## src/rtl/eeprom_pkg.sv

```systemverilog
`timescale 1ns/1ps
package eeprom_pkg;
  localparam int unsigned BYTE_W     = 8;
  localparam int unsigned OFF_W      = 4;
  localparam int unsigned PAGE_BYTES = 1 << OFF_W;
  typedef logic [BYTE_W-1:0] byte_t;
  typedef enum logic [1:0] {ST_IDLE, ST_LOAD, ST_PROG} seq_st_e;
endpackage

```

## src/rtl/ee_strobe.sv

```systemverilog
`timescale 1ns/1ps
module ee_strobe
  import eeprom_pkg::*;
#(
  parameter int unsigned ADDR_W = 8
) (
  input  logic              clk_i,
  input  logic              rst_ni,
  input  logic              ce_ni,
  input  logic              we_ni,
  input  logic              oe_ni,
  input  logic [ADDR_W-1:0] addr_i,
  input  logic              busy_i,
  output logic              active_o,
  output logic              req_o,
  output logic [ADDR_W-1:0] addr_o
);
  logic              wr_act, act_q, ok_q;
  logic [ADDR_W-1:0] addr_q;

  assign wr_act = ~ce_ni & ~we_ni & oe_ni;

  always_ff @(posedge clk_i or negedge rst_ni) begin
    if (!rst_ni) begin
      act_q  <= 1'b0;
      ok_q   <= 1'b0;
      addr_q <= '0;
    end else begin
      act_q <= wr_act;
      if (wr_act && !act_q) begin
        addr_q <= addr_i;
        ok_q   <= ~busy_i;  // busy decision taken at strobe start
      end
    end
  end

  assign active_o = act_q | wr_act;
  assign req_o    = act_q & ~wr_act & ok_q;
  assign addr_o   = addr_q;

  p_addr_hold_r6: assert property (@(posedge clk_i) disable iff (!rst_ni)
    (act_q && wr_act) |=> $stable(addr_q));
endmodule

```

## src/rtl/ee_seq.sv

```systemverilog
`timescale 1ns/1ps
module ee_seq
  import eeprom_pkg::*;
#(
  parameter int unsigned PAGE_W    = 4,
  parameter int unsigned LOAD_CYC  = 64,
  parameter int unsigned WRITE_CYC = 200
) (
  input  logic              clk_i,
  input  logic              rst_ni,
  input  logic              req_i,
  input  logic              active_i,
  input  logic [PAGE_W-1:0] page_i,
  output logic              load_o,
  output logic              commit_o,
  output logic              busy_o,
  output logic              err_o,
  output logic [PAGE_W-1:0] page_o
);
  localparam int unsigned MAX_C = (LOAD_CYC > WRITE_CYC) ? LOAD_CYC : WRITE_CYC;
  localparam int unsigned CNT_W = $clog2(MAX_C) + 1;

  seq_st_e           st_q;
  logic [CNT_W-1:0]  cnt_q;
  logic [PAGE_W-1:0] page_q;
  logic              err_q, match;

  assign match    = (st_q == ST_IDLE) || (page_i == page_q);
  assign load_o   = req_i && (st_q != ST_PROG) && match;
  assign commit_o = (st_q == ST_PROG) && (cnt_q == CNT_W'(WRITE_CYC - 1));

  always_ff @(posedge clk_i or negedge rst_ni) begin
    if (!rst_ni) begin
      st_q   <= ST_IDLE;
      cnt_q  <= '0;
      page_q <= '0;
      err_q  <= 1'b0;
    end else begin
      if (req_i && st_q == ST_LOAD && !match) err_q <= 1'b1;
      unique case (st_q)
        ST_IDLE: if (load_o) begin
          st_q   <= ST_LOAD;
          page_q <= page_i;
          cnt_q  <= '0;
        end
        ST_LOAD: begin
          if (load_o || active_i) cnt_q <= '0;  // window restarts
          else if (cnt_q == CNT_W'(LOAD_CYC - 1)) begin
            st_q  <= ST_PROG;
            cnt_q <= '0;
          end else cnt_q <= cnt_q + 1'b1;
        end
        ST_PROG: begin
          if (commit_o) st_q <= ST_IDLE;
          else cnt_q <= cnt_q + 1'b1;
        end
        default: st_q <= ST_IDLE;
      endcase
    end
  end

  assign busy_o = (st_q == ST_PROG);
  assign err_o  = err_q;
  assign page_o = page_q;

  p_err_sticky_r12: assert property (@(posedge clk_i) disable iff (!rst_ni)
    err_q |=> err_q);
  p_busy_len_r8: assert property (@(posedge clk_i) disable iff (!rst_ni)
    $fell(busy_o) |-> $past(cnt_q) == CNT_W'(WRITE_CYC - 1));
endmodule

```

## src/rtl/ee_page_buf.sv

```systemverilog
`timescale 1ns/1ps
module ee_page_buf
  import eeprom_pkg::*;
(
  input  logic                  clk_i,
  input  logic                  rst_ni,
  input  logic                  load_i,
  input  logic                  commit_i,
  input  logic [OFF_W-1:0]      off_i,
  input  byte_t                 data_i,
  output byte_t                 buf_o [PAGE_BYTES],
  output logic [PAGE_BYTES-1:0] mask_o,
  output byte_t                 last_o
);
  byte_t                 buf_q [PAGE_BYTES];
  logic [PAGE_BYTES-1:0] mask_q;
  byte_t                 last_q;

  for (genvar g = 0; g < PAGE_BYTES; g++) begin : g_slot
    always_ff @(posedge clk_i or negedge rst_ni) begin
      if (!rst_ni) begin
        buf_q[g]  <= '1;
        mask_q[g] <= 1'b0;
      end else if (load_i && off_i == OFF_W'(g)) begin
        buf_q[g]  <= data_i;
        mask_q[g] <= 1'b1;
      end else if (commit_i) begin
        mask_q[g] <= 1'b0;
      end
    end
    assign buf_o[g] = buf_q[g];
  end

  always_ff @(posedge clk_i or negedge rst_ni) begin
    if (!rst_ni)     last_q <= '1;
    else if (load_i) last_q <= data_i;
  end

  assign mask_o = mask_q;
  assign last_o = last_q;
endmodule

```

## src/rtl/page_eeprom.sv

```systemverilog
`timescale 1ns/1ps
module page_eeprom
  import eeprom_pkg::*;
#(
  parameter int unsigned ADDR_W    = 8,
  parameter int unsigned LOAD_CYC  = 64,
  parameter int unsigned WRITE_CYC = 200
) (
  input  logic              clk_i,
  input  logic              rst_ni,
  input  logic              ce_ni,
  input  logic              we_ni,
  input  logic              oe_ni,
  input  logic [ADDR_W-1:0] addr_i,
  input  logic [7:0]        data_i,
  output logic [7:0]        data_o,
  output logic              data_oe_o,
  output logic              busy_o,
  output logic              page_err_o
);
  localparam int unsigned PAGE_W = ADDR_W - OFF_W;
  localparam int unsigned NPAGES = 1 << PAGE_W;

  logic                  stb_active, stb_req, load, commit, busy;
  logic [ADDR_W-1:0]     stb_addr;
  logic [PAGE_W-1:0]     cur_page;
  byte_t                 pbuf [PAGE_BYTES];
  logic [PAGE_BYTES-1:0] pmask;
  byte_t                 last_byte;
  byte_t                 col_rd [PAGE_BYTES];
  logic [PAGE_W-1:0]     rd_page;

  ee_strobe #(.ADDR_W(ADDR_W)) u_stb (
    .clk_i, .rst_ni, .ce_ni, .we_ni, .oe_ni, .addr_i,
    .busy_i(busy), .active_o(stb_active), .req_o(stb_req), .addr_o(stb_addr)
  );

  ee_seq #(.PAGE_W(PAGE_W), .LOAD_CYC(LOAD_CYC), .WRITE_CYC(WRITE_CYC)) u_seq (
    .clk_i, .rst_ni, .req_i(stb_req), .active_i(stb_active),
    .page_i(stb_addr[ADDR_W-1:OFF_W]), .load_o(load), .commit_o(commit),
    .busy_o(busy), .err_o(page_err_o), .page_o(cur_page)
  );

  ee_page_buf u_buf (
    .clk_i, .rst_ni, .load_i(load), .commit_i(commit),
    .off_i(stb_addr[OFF_W-1:0]), .data_i(data_i),
    .buf_o(pbuf), .mask_o(pmask), .last_o(last_byte)
  );

  assign rd_page = addr_i[ADDR_W-1:OFF_W];

  // one column per byte offset, all committed in parallel
  for (genvar o = 0; o < PAGE_BYTES; o++) begin : g_col
    byte_t col_q [NPAGES];
    always_ff @(posedge clk_i or negedge rst_ni) begin
      if (!rst_ni) begin
        for (int p = 0; p < NPAGES; p++) col_q[p] <= '1;
      end else if (commit && pmask[o]) begin
        col_q[cur_page] <= pbuf[o];
      end
    end
    assign col_rd[o] = col_q[rd_page];
  end

  assign data_oe_o = ~ce_ni & ~oe_ni & we_ni;
  assign data_o    = busy ? {~last_byte[7], last_byte[6:0]} : col_rd[addr_i[OFF_W-1:0]];
  assign busy_o    = busy;

  p_mask_clear_r5: assert property (@(posedge clk_i) disable iff (!rst_ni)
    $fell(busy) |-> (pmask == '0));
  p_poll_stable_r10: assert property (@(posedge clk_i) disable iff (!rst_ni)
    (busy && $past(busy)) |-> $stable(last_byte));
endmodule

```

## config.mk

```make
export PLATFORM = sky130hd
export DESIGN_NAME = page_eeprom
export DESIGN_NICKNAME = d
export VERILOG_FILES = /design/src/rtl/eeprom_pkg.sv /design/src/rtl/ee_strobe.sv /design/src/rtl/ee_seq.sv /design/src/rtl/ee_page_buf.sv /design/src/rtl/page_eeprom.sv
export SDC_FILE = /design/constraint.sdc
export NUM_CORES = 2
export LEC_CHECK = 0
export BUFFER_PORTS_ARGS = -buffer_cell sky130_fd_sc_hd__buf_4
export CAP_MARGIN = 5
export CORE_ASPECT_RATIO = 0.7
export CORE_MARGIN = 2
export CORE_UTILIZATION = 64
export DETAILED_ROUTE_END_ITERATION = 10
export GPL_TIMING_DRIVEN = 1
export PLACE_DENSITY = 0.77
export SLEW_MARGIN = 20
export SYNTH_ARGS = -nofsm -noshare
export SYNTH_HDL_FRONTEND = slang
export SYNTH_SLANG_ARGS = --single-unit
```

## constraint.sdc

```tcl
create_clock -name clk_i -period 3 [get_ports clk_i]
set_clock_uncertainty 0.2 [all_clocks]
set_input_delay 0.15 -clock clk_i [delete_from_list [all_inputs] [get_ports clk_i]]
set_output_delay 0.15 -clock clk_i [all_outputs]
set_load 0.05 [all_outputs]
```

==> run metrics <==
CP startpoint kind=flip-flop; Maximum Capacitance Violations=0; worst hold path endpoint=u_stb.addr_o[4]; HPWL after DPL=187000 um; internal power contribution=47.0 mW; max-slew headroom at the worst pin=38.0%; overall die area=166000 um2; number of sinks driven by the clock tree=2226; CP Data Required Time=2.65 ns; first-pass GRT wire length=428000 um; IR Drop Worst-Case VDD=0.522 mV; area added between synthesis and finish=13.7%; number of instances on the worst hold path=5; effective utilization at floorplan=64.5%; setup slack after layout=-1.20 ns; via count of the first global-routing pass=65001; grt total ovfl=0; vias after detailed routing=62066; Worst Hold Slack=0.105 ns; wirelength, routed=282000 um; signal arrival time at the worst endpoint=3.85 ns; crit-path max FO=2; most frequent standard cell in the layout excluding fill and tap cells=sky130_fd_sc_hd__mux2_2; Sum Neg Setup Slack=-8.07 ns; leakage power total=47.4 nW; Slew Limit Fails=0; proportion of synthesized flip-flops having asynchronous set or reset=100%; Logic pwr share=5.1%; CTS H-tree lvls=4; status=finished with violations; fin crit period=4.20 ns; height of the die=341 um; fraction of final layout cells sized beyond drive strength 1=82.5%; number of I/O port buffers=31; Std-Cell Core Area=161000 um2; non-filler cells in the finished layout=9396; maximum achievable frequency=238 MHz; post-CTS setup repair buffer count=0; total placed instance area=111000 um2; antenna violations before repair=11; Nets=7126; final worst path period share=140%; path class of the lowest-slack min-delay path=input pin to flip-flop; placer's final routability congestion estimate=0.915; cell area power density=518 nW/um2; reg2reg path depth=7; fin area=118000 um2; global-route total usage across every layer=34.4%; synthesized instance count=6639; violated checks=negative setup slack; Util after Layout=73.3%; clock transition at the registers of the reported paths=0.07 ns; clock root cell=sky130_fd_sc_hd__clkbuf_16; register-to-register setup slack=0.10 ns; area of the mapped netlist=104000 um2; pre-CTS worst setup slack=-1.10 ns; Worst Hold Launch=addr_i[4]; number of synthesized flops with an enable pin=0; slew at the pin closest to its max-slew limit=0.923 ns; total iterations of the first detailed-routing run=5; setup repair after global routing missed its margin=yes; via count normalized by instance count=6.61; width of the chip=486 um; Clock Tree Buf Depth=3; average wire per standard cell=30.0 um; sequential element share of the synthesized area=56.3%; pin count of the biggest net entering global routing=165; mean instance size in the synthesized netlist=15.6 um2; worst reg2reg endpoint=u_buf.buf_o[121]; post-synthesis net count=6666; # rows=123; power share of the clock group=44.0%; most used flip-flop cell after synthesis=sky130_fd_sc_hd__dfstp_2; count of unresolved DRC violations after routing=0; number of nets still failing antenna checks after routing=0; Critical Path End Type=output pin; Final setup violation count=8; number of clock buffers inserted by TritonCTS=206; sequential power share=50.8%; WS Path Type=flip-flop to output pin; top library cells by usage in the layout, fill and taps aside=sky130_fd_sc_hd__mux2_2, sky130_fd_sc_hd__dfstp_2, sky130_fd_sc_hd__buf_4, sky130_fd_sc_hd__mux4_2, sky130_fd_sc_hd__mux2i_1; final hold violations=0; switching power=14.1 mW; flop and latch count out of synthesis=2226; origin of the critical flop-to-flop path=u_seq.st_q[0]; number of warnings printed during yosys synthesis=0; number of instances in the placed design=8996; Clock Latency Late Sink=0.85 ns; clock tree from TritonCTS=yes; number of placed I/O pins=32; Switching Share=23.1%; iteration-0 DRC count of the detailed router=5643; total design power=61.2 mW; Cell variety after synth=75
==> kinds of logic after synthesis <==
family / Yosys count / share of synthesized area (%)
AOI/OAI and AO/OA: 474 / 3.29
xor gates and xnor gates: 10 / 0.0843
adders and majority gates: 6 / 0.0723
buffers and inverters: 404 / 2.04
DFF: 2226 / 56.3
muxes: 2880 / 34.4
and+or+nand+nor: 639 / 3.88
==> timing repair <==
| item | in CTS | in global routing |
|---|---|---|
| hold buffers | 21 | 0 |
| resized for setup | 45 | 11 |
| cloned | 0 | 0 |
| hold endpoints to repair | 1635 | 0 |
| setup endpoints to repair | 8 | 17 |
| pin swaps | 12 | 5 |
==> final cells by class <==
class / count / area (um2)
Multi-Input combinational cell: 4009 / 43700
Timing Repair Buffer: 650 / 6270
Clock buffer: 321 / 6390
Clock inverter: 58 / 574
Fill cell: 9900 / 42900
Antenna cell: 1 / 2.50
Tap cell: 2125 / 2660
Sequential cell: 2226 / 58400
Inverter: 6 / 22.5
==> power by group through the flow <==
| stage | sequential (mW) | combinational [mW] | clock [mW] |
|---|---|---|---|
| finish | 31.1 | 3.14 | 26.9 |
| CTS | 31.1 | 3.13 | 27.3 |
| detailed placement | 31.5 | 3.05 | 0 |
| global placement | 31.5 | 3.01 | 0 |
| floorplan | 31.1 | 1.49 | 0 |
| global route | 31.1 | 3.35 | 28.5 |
==> state kept, by name, indices dropped and copies added, names as in the netlist <==
register      count
u_stb.act_q       1
u_stb.addr_o      8
u_seq.err_o       1
u_stb.ok_q        1
u_seq.cnt_q       9
u_buf.last_o      8
u_seq.st_q        2
u_seq.page_o      4
u_buf.mask_o     16
g_col.col_q    2048
u_buf.buf_o     128
==> synth_stat cells, types with 57 or more instances <==
cell / count / area share (%)
sky130_fd_sc_hd__mux2i_1: 323 / 3.1
sky130_fd_sc_hd__mux2_2: 2222 / 24
sky130_fd_sc_hd__a221oi_1: 63 / 0.53
sky130_fd_sc_hd__dfstp_2: 2184 / 55
sky130_fd_sc_hd__buf_4: 65 / 0.47
sky130_fd_sc_hd__clkbuf_1: 133 / 0.48
sky130_fd_sc_hd__buf_2: 84 / 0.40
sky130_fd_sc_hd__nor2b_1: 57 / 0.34
sky130_fd_sc_hd__nor2_1: 93 / 0.34
sky130_fd_sc_hd__buf_1: 84 / 0.30
sky130_fd_sc_hd__o21ai_0: 77 / 0.37
sky130_fd_sc_hd__a22oi_1: 112 / 0.81
sky130_fd_sc_hd__nor2_2: 131 / 0.79
sky130_fd_sc_hd__nor2_4: 90 / 0.98
sky130_fd_sc_hd__nand2_1: 117 / 0.42
sky130_fd_sc_hd__mux4_2: 327 / 7.1
==> per-layer routing <==
metal / up-vias / global-route usage, % / wire length, um
li1: 25709 / - / -
met1: 33680 / 50.2 / 123000
met2: 2235 / 51.2 / 126000
met3: 438 / 8.57 / 24600
met4: 4 / 10.8 / 9030
met5: - / 0 / 32
==> how the worst max path moves through the flow <==
stage / start / end / slack, ns / depth (start not counted)
detailed placement: addr_i[4] / data_o[3] / -1.10 / 12
global placement: addr_i[4] / data_o[3] / -1.09 / 12
finish: g_col[15].col_q[34] / data_o[2] / -1.20 / 10
global route: g_col[15].col_q[35] / data_o[3] / -1.21 / 10
floorplan: u_seq.st_q[0] / data_o[6] / 0.19 / 6
CTS: g_col[15].col_q[35] / data_o[3] / -1.18 / 10
==> worst max-delay path, stage by stage, from the launching register on <==
cell	delay, ns
sky130_fd_sc_hd__dfstp_2	0.36
sky130_fd_sc_hd__mux4_2	0.46
sky130_fd_sc_hd__a22oi_1	0.28
sky130_fd_sc_hd__nand4_1	0.16
sky130_fd_sc_hd__buf_4	0.20
sky130_fd_sc_hd__nor4bb_4	0.50
sky130_fd_sc_hd__buf_4	0.20
sky130_fd_sc_hd__o211ai_1	0.08
sky130_fd_sc_hd__buf_4	0.18
sky130_fd_sc_hd__o32a_1	0.35
sky130_fd_sc_hd__buf_4	0.22
(Power assumes the default switching activity.)
